[config.mk]
export PLATFORM = sky130hd
export DESIGN_NAME = wfx_accum
export DESIGN_NICKNAME = d
export VERILOG_FILES = /design/src/rtl/wfx_acc_pkg.sv /design/src/rtl/wfx_limb_add.sv /design/src/rtl/wfx_sign_ovf.sv /design/src/rtl/wfx_core_par.sv /design/src/rtl/wfx_core_ser.sv /design/src/rtl/wfx_accum.sv
export SDC_FILE = /design/constraint.sdc
export NUM_CORES = 1
export LEC_CHECK = 0
export BUFFER_PORTS_ARGS = -buffer_cell sky130_fd_sc_hd__buf_2
export CAP_MARGIN = 0
export CORE_MARGIN = 2
export CORE_UTILIZATION = 55
export CTS_BUF_LIST = sky130_fd_sc_hd__clkbuf_4 sky130_fd_sc_hd__clkbuf_8
export CTS_CLUSTER_SIZE = 40
export DETAILED_ROUTE_END_ITERATION = 8
export PLACE_DENSITY = 0.87
export SKIP_LAST_GASP = 1
export SYNTH_ARGS = -nofsm -noshare
export SYNTH_HDL_FRONTEND = slang
export SYNTH_SLANG_ARGS = --single-unit
[constraint.sdc]
create_clock -name clk -period 7.06 [get_ports clk]
set_input_delay 1.412 -clock clk [delete_from_list [all_inputs] [get_ports clk]]
set_output_delay 1.412 -clock clk [all_outputs]
set_load 0.02 [all_outputs]
[src/rtl/wfx_acc_pkg.sv]
// Shared limb type and width helpers for the wide fixed-point accumulator.
// Assumes 64-bit limbs; everything wider is counted in limbs.
package wfx_acc_pkg;
    localparam int unsigned LIMB_W = 64;
    typedef logic [LIMB_W-1:0] limb_t;

    // Bits needed to index limb positions 0..n-1 (at least one bit).
    function automatic int unsigned pos_width(input int unsigned n);
        return (n > 1) ? $clog2(n) : 1;
    endfunction
endpackage

[src/rtl/wfx_limb_add.sv]
// One 64-bit limb adder with carry in and carry out.
// The carry out is found from unsigned wraparound: the result is below the
// added operand word, or equals it while a carry came in.
module wfx_limb_add
    import wfx_acc_pkg::*;
(
    input  limb_t a_i,
    input  limb_t b_i,
    input  logic  cin_i,
    output limb_t sum_o,
    output logic  cout_o
);
    limb_t res;

    // Modular limb sum and wraparound carry detection.
    assign res    = a_i + b_i + limb_t'(cin_i);
    assign sum_o  = res;
    assign cout_o = (res < b_i) || ((res == b_i) && cin_i);
endmodule

[src/rtl/wfx_sign_ovf.sv]
// Signed overflow test for a two's complement addition.
// Assumes the three inputs are the sign bits of both addends and the result.
module wfx_sign_ovf (
    input  logic acc_sign_i,
    input  logic op_sign_i,
    input  logic res_sign_i,
    output logic ovf_o
);
    // Equal addend signs with a flipped result sign means overflow.
    assign ovf_o = (acc_sign_i == op_sign_i) && (res_sign_i != acc_sign_i);
endmodule

[src/rtl/wfx_core_par.sv]
// Single-cycle datapath: a ripple chain of NUM_LIMBS limb adders from the
// least significant limb upward. Takes one operand per cycle; ready is tied high.
module wfx_core_par
    import wfx_acc_pkg::*;
#(
    parameter int unsigned NUM_LIMBS = 3
) (
    input  logic                        clk,
    input  logic                        rst_n,
    input  logic                        clr_i,
    input  logic                        op_valid_i,
    input  logic [NUM_LIMBS*LIMB_W-1:0] op_data_i,
    output logic                        op_ready_o,
    output logic [NUM_LIMBS*LIMB_W-1:0] sum_o,
    output logic                        ovf_o
);
    localparam int unsigned TOTAL_W = NUM_LIMBS * LIMB_W;

    logic [TOTAL_W-1:0]   sum_q;
    logic [TOTAL_W-1:0]   sum_nxt;
    logic [NUM_LIMBS-1:0] cy;
    logic                 top_cy_unused;
    logic                 ovf_q;
    logic                 ovf_hit;

    assign cy[0] = 1'b0;

    // Position p counts limbs from the least significant (bits [63:0]).
    for (genvar p = 0; p < NUM_LIMBS; p++) begin : g_limb
        logic co;
        wfx_limb_add u_add (
            .a_i   (sum_q[p*LIMB_W +: LIMB_W]),
            .b_i   (op_data_i[p*LIMB_W +: LIMB_W]),
            .cin_i (cy[p]),
            .sum_o (sum_nxt[p*LIMB_W +: LIMB_W]),
            .cout_o(co)
        );
        if (p < NUM_LIMBS - 1) begin : g_fwd
            assign cy[p+1] = co;
        end else begin : g_top
            assign top_cy_unused = co;
        end
    end

    wfx_sign_ovf u_ovf (
        .acc_sign_i(sum_q[TOTAL_W-1]),
        .op_sign_i (op_data_i[TOTAL_W-1]),
        .res_sign_i(sum_nxt[TOTAL_W-1]),
        .ovf_o     (ovf_hit)
    );

    // Total and sticky flag: reset/clear first, then accept an operand.
    always_ff @(posedge clk) begin
        if (!rst_n) begin
            sum_q <= '0;
            ovf_q <= 1'b0;
        end else if (clr_i) begin
            sum_q <= '0;
            ovf_q <= 1'b0;
        end else if (op_valid_i) begin
            sum_q <= sum_nxt;
            if (ovf_hit) begin
                ovf_q <= 1'b1;
            end
        end
    end

    assign op_ready_o = 1'b1;
    assign sum_o      = sum_q;
    assign ovf_o      = ovf_q;
endmodule

[src/rtl/wfx_core_ser.sv]
// Limb-serial datapath: one shared limb adder and a carry register. The
// accepting edge adds the least significant limb straight from the input and
// stores the upper limbs. The next NUM_LIMBS-1 edges add one limb each, moving
// toward word 0. Overflow is judged on the final (most significant) limb.
module wfx_core_ser
    import wfx_acc_pkg::*;
#(
    parameter int unsigned NUM_LIMBS = 3
) (
    input  logic                        clk,
    input  logic                        rst_n,
    input  logic                        clr_i,
    input  logic                        op_valid_i,
    input  logic [NUM_LIMBS*LIMB_W-1:0] op_data_i,
    output logic                        op_ready_o,
    output logic [NUM_LIMBS*LIMB_W-1:0] sum_o,
    output logic                        ovf_o
);
    localparam int unsigned TOTAL_W = NUM_LIMBS * LIMB_W;
    localparam int unsigned POS_W   = pos_width(NUM_LIMBS);
    localparam int unsigned HI_W    = ((NUM_LIMBS > 1) ? NUM_LIMBS - 1 : 1) * LIMB_W;
    localparam logic [POS_W-1:0] LAST_POS = POS_W'(NUM_LIMBS - 1);

    logic [TOTAL_W-1:0] sum_q;
    logic [HI_W-1:0]    op_hi_q;
    logic [POS_W-1:0]   cnt_q;
    logic               busy_q;
    logic               carry_q;
    logic               ovf_q;

    logic [POS_W-1:0]   pos;
    logic [POS_W-1:0]   hi_idx;
    limb_t              a_w;
    limb_t              b_w;
    limb_t              r_w;
    logic               cin_w;
    logic               cout_w;
    logic               last_w;
    logic               step_w;
    logic               op_sign_w;
    logic               ovf_hit;

    // Select the limb being worked on this cycle and its operand word.
    always_comb begin
        pos       = busy_q ? cnt_q : '0;
        hi_idx    = (cnt_q == '0) ? '0 : cnt_q - 1'b1;
        a_w       = sum_q[pos*LIMB_W +: LIMB_W];
        b_w       = busy_q ? op_hi_q[hi_idx*LIMB_W +: LIMB_W] : op_data_i[LIMB_W-1:0];
        cin_w     = busy_q & carry_q;
        last_w    = (pos == LAST_POS);
        step_w    = busy_q | op_valid_i;
        op_sign_w = busy_q ? op_hi_q[HI_W-1] : op_data_i[TOTAL_W-1];
    end

    wfx_limb_add u_add (
        .a_i   (a_w),
        .b_i   (b_w),
        .cin_i (cin_w),
        .sum_o (r_w),
        .cout_o(cout_w)
    );

    wfx_sign_ovf u_ovf (
        .acc_sign_i(sum_q[TOTAL_W-1]),
        .op_sign_i (op_sign_w),
        .res_sign_i(r_w[LIMB_W-1]),
        .ovf_o     (ovf_hit)
    );

    // Limb sequencer: accept, step limbs upward, finish on word 0.
    always_ff @(posedge clk) begin
        if (!rst_n) begin
            sum_q   <= '0;
            op_hi_q <= '0;
            cnt_q   <= '0;
            busy_q  <= 1'b0;
            carry_q <= 1'b0;
            ovf_q   <= 1'b0;
        end else if (clr_i) begin
            sum_q   <= '0;
            cnt_q   <= '0;
            busy_q  <= 1'b0;
            carry_q <= 1'b0;
            ovf_q   <= 1'b0;
        end else if (step_w) begin
            sum_q[pos*LIMB_W +: LIMB_W] <= r_w;
            carry_q                     <= cout_w;
            if (!busy_q) begin
                op_hi_q <= op_data_i[TOTAL_W-1 -: HI_W];
            end
            if (last_w) begin
                busy_q <= 1'b0;
                cnt_q  <= '0;
                if (ovf_hit) begin
                    ovf_q <= 1'b1;
                end
            end else begin
                busy_q <= 1'b1;
                cnt_q  <= pos + 1'b1;
            end
        end
    end

    assign op_ready_o = ~busy_q;
    assign sum_o      = sum_q;
    assign ovf_o      = ovf_q;
endmodule

[src/rtl/wfx_accum.sv]
// Order-invariant wide fixed-point accumulator. SERIAL picks the datapath:
// 1 = one limb per cycle with a carry register, 0 = full width in one cycle.
// Assumes operands are two's complement with word 0 most significant.
module wfx_accum
    import wfx_acc_pkg::*;
#(
    parameter int unsigned NUM_LIMBS = 3,
    parameter bit          SERIAL    = 1'b1
) (
    input  logic                        clk,
    input  logic                        rst_n,
    input  logic                        clr_i,
    input  logic                        op_valid_i,
    input  logic [NUM_LIMBS*LIMB_W-1:0] op_data_i,
    output logic                        op_ready_o,
    output logic [NUM_LIMBS*LIMB_W-1:0] sum_o,
    output logic                        ovf_o
);
    if (SERIAL) begin : g_ser
        wfx_core_ser #(.NUM_LIMBS(NUM_LIMBS)) u_core (
            .clk       (clk),
            .rst_n     (rst_n),
            .clr_i     (clr_i),
            .op_valid_i(op_valid_i),
            .op_data_i (op_data_i),
            .op_ready_o(op_ready_o),
            .sum_o     (sum_o),
            .ovf_o     (ovf_o)
        );
    end else begin : g_par
        wfx_core_par #(.NUM_LIMBS(NUM_LIMBS)) u_core (
            .clk       (clk),
            .rst_n     (rst_n),
            .clr_i     (clr_i),
            .op_valid_i(op_valid_i),
            .op_data_i (op_data_i),
            .op_ready_o(op_ready_o),
            .sum_o     (sum_o),
            .ovf_o     (ovf_o)
        );
    end
endmodule

==> out/metrics.cfg <==
[status]
status=finished, final reports clean

[die]
ios=390
num_rows=69
initial_core_util_pct=55.7
die_h_um=193
core_area_mm2=0.0354
die_w_um=193
die-area_mm2=0.0374

[power]
ir_worst_vdd_mv=0.177
leakage_uw=0.0107
power_uw=5650
p_per_area_mw_per_mm2=244

[timing]
timing.final.crit_share_pct=93.9
period_needed_ns=6.63
timing.hold.ws_ns=0.466
tightest_slew_ns=1.06
fmax_mhz=151
setup-tns-final_ns=0
max_slew_margin_pct=29.1
rsz0062_at_grt=no
fin_ws_ns=0.433
finalHoldViolCount=0
skew_ns=0.0181
drv_slew=0
setup_viol=0

[setup_path]
critPathRequiredTime_ns=7.59
endpoint_kind=flop
cp.arrival_ns=7.16
cp_max_fo=55
worst-setup-path-type=flop to flop
start_kind=flop

[logic_synthesis]
yosys.area.top_type=dfxtp_1
ys.flop_type=dfxtp_1
ys_seq_area_share_pct=33.0
ys_warn_count=0
synthXorXnorAreaFrac_pct=2.76
netlist.area_leader.share_pct=33.0
synthCells=2593
synth.net_count=2923
synth_edf_count=0
synth-compound-area-share_pct=31.6
synthDistinctLibCells=61
muxShareOfSynthArea_pct=0.0508
synth_top_family_by_area=compound AO/OA/AOI/OAI gates
synthTopCellsByArea=dfxtp_1 (33%), ha_1 (8.4%), nand2_1 (7.7%), a21oi_1 (6.1%), a22oi_1 (5.9%)
synth-simple-area-share_pct=18.6
async_flop_share_pct=0
synth_fa_ha_area_share_pct=8.58
synth_area_per_cell_um2=7.60
syn_area_mm2=0.0197
ys_seq_elements=325

[placed_design]
place_hpwl_um=50600
io_buffers=389
place.gp.congestion=0.982
dpl_worst_slack_ns=0.113
dp.cells=3288

[final_layout]
fill_cells=3025
fin_nets=3218
area_delta_synth_final_pct=17.6
instances_no_fill=3389
layout-drive-gt1-share_pct=18.8

[cts]
cts_buffer_depth=3
numCtsBuffers=55
htree_num_levels=2
path_clk_slew_ns=0.06
root_buffer=clkbuf_8
worstSkewPairLatency_ns=0.66
cts_sinks=325
cts_tree=built

[grt]
grt_overflow=0
grt.total_usage_pct=36.4
grt_pass1_wl_um=110000
grt_max_degree=133
antenna_found_initial=3
grt_pass1_vias=20500

[route]
drc=0
dr.first_iter.drc_count=1969
vias=21100
routed_via_density=6.23
totalWireLength_um=71200
ant_nets=0
avgRoutedWirePerCell_um=21.0
dr.pass1.iters=6

[run]
maxCapViolations=0

[min_path]
min_path_type=flop to flop

==> logic make-up after synthesis <==
kind of cell | count (synthesis)
flops | 325
xor+xnor | 62
simple gates | 853
fa+ha+maj | 134
buf+inv | 283
mux | 1
compound gates | 935
==> worst paths after layout <==
check / start / end / slack, ns / cells after the start
max: g_ser.u_core.cnt_q[1] / g_ser.u_core.carry_q / 0.43 / 27
min: g_ser.u_core.op_hi_q[94] / g_ser.u_core.op_hi_q[94] / 0.47 / 2
max reg2reg: g_ser.u_core.cnt_q[1] / g_ser.u_core.carry_q / 0.43 / 27
min reg2reg: g_ser.u_core.op_hi_q[94] / g_ser.u_core.op_hi_q[94] / 0.47 / 2
==> registers in the layout, indices dropped and copies added (netlist names) <==
signal / cells
g_ser.u_core.busy_q: 1
g_ser.u_core.carry_q: 1
g_ser.u_core.cnt_q: 2
g_ser.u_core.op_hi_q: 128
g_ser.u_core.ovf_o: 1
g_ser.u_core.sum_o: 192
==> power by group <==
| part | switching (uW) | internal (uW) |
|---|---|---|
| logic | 1180 | 683 |
| registers | 57.8 | 1900 |
| clock network | 813 | 1010 |
| total | 2050 | 3600 |
==> area by class of cell <==
| type | instances | area (um^2) | share of cell area [%] |
|---|---|---|---|
| Antenna cell | 3 | 7.51 | 0.0324 |
| Clock buffer | 82 | 1040 | 4.49 |
| Clock inverter | 12 | 133 | 0.572 |
| Inverter | 94 | 355 | 1.53 |
| Multi-Input combinational cell | 1986 | 12200 | 52.8 |
| Sequential cell | 325 | 6520 | 28.1 |
| Tap cell | 461 | 577 | 2.49 |
| Timing Repair Buffer | 426 | 2310 | 9.95 |
==> routing by layer <==
layer | GRT usage [%] | routed length, um | vias to the layer above
met5 | 0 | 0 | -
met2 | 60.6 | 32600 | 1317
met4 | 23.4 | 4900 | 0
li1 | - | - | 9731
met3 | 6.36 | 6850 | 275
met1 | 43.4 | 26800 | 9784
==> stage by stage <==
stage / area, um^2 / util, %
after floorplan: 19700 / -
after global placement: 21900 / 61.9
after detailed placement: 21900 / 61.9
after CTS: 23100 / 65.2
after global routing: 23200 / 65.4
final: 23200 / 65.5
==> synth_stat cells (11+ instances only) <==
| library cell | count |
|---|---|
| a21boi_0 | 130 |
| nand4_1 | 39 |
| nor2_1 | 261 |
| nor3_1 | 12 |
| o21bai_1 | 13 |
| a22oi_1 | 155 |
| clkbuf_1 | 168 |
| o21ai_0 | 131 |
| dfxtp_1 | 325 |
| nor2b_1 | 75 |
| ha_1 | 132 |
| buf_1 | 18 |
| nand3_1 | 12 |
| xor2_1 | 23 |
| a22o_1 | 87 |
| a21oi_1 | 241 |
| a21o_1 | 106 |
| o21ai_1 | 11 |
| nand2_1 | 402 |
| inv_1 | 94 |
| xnor2_1 | 39 |
==> layout by cell type, fill, tap and decap left out, types with 4 or more instances in the layout <==
| master | n |
|---|---|
| nand4_1 | 39 |
| clkbuf_4 | 14 |
| a21o_1 | 106 |
| a21oi_1 | 237 |
| a31oi_1 | 5 |
| xnor2_1 | 39 |
| a211oi_1 | 9 |
| dfxtp_1 | 322 |
| nand3_1 | 11 |
| o21bai_1 | 13 |
| inv_1 | 92 |
| o21ai_1 | 11 |
| a22oi_1 | 155 |
| a21oi_2 | 4 |
| ha_1 | 132 |
| nand2_1 | 400 |
| o21a_1 | 8 |
| xor2_1 | 23 |
| and3_1 | 7 |
| or2_2 | 4 |
| o21ai_0 | 131 |
| or3_1 | 10 |
| a22o_1 | 87 |
| buf_4 | 32 |
| a21boi_0 | 130 |
| and2_1 | 7 |
| nor2b_1 | 75 |
| clkinv_2 | 6 |
| a221o_1 | 4 |
| nand2b_1 | 10 |
| nor2_1 | 260 |
| nor3_1 | 11 |
| o211ai_1 | 10 |
| clkbuf_8 | 68 |
| buf_2 | 388 |
==> timing repair <==
| action | CTS | global route |
|---|---|---|
| endpoints found under the setup margin | 0 | 1 |
| hold endpoints to repair | 0 | 0 |
| setup buffers | 0 | 2 |
| hold buffers | 0 | 0 |
| gates resized for setup | 0 | 9 |
==> critical path, stage by stage, from the launching register on <==
cell and delay [ns]:
dfxtp_4 0.58, buf_16 0.30, nand2_1 0.10, nor2_1 0.10, a21oi_1 0.08, a21oi_2 0.22
inv_1 0.09, fa_1 0.44, nand2b_1 0.19, a21oi_1 0.35, o2111a_1 0.29, nor3b_2 0.08
o41a_1 0.46, o31a_1 0.37, o21ai_1 0.30, a21oi_1 0.13, xor2_1 0.32, inv_1 0.09
ha_1 0.30, nand4_1 0.09, or3_1 0.40, nor3_1 0.31, nor3b_1 0.27, nand2_1 0.10
nor2_1 0.17, a211oi_1 0.10, o211ai_1 0.13, a21oi_1 0.08
(Power assumes the default switching activity.)
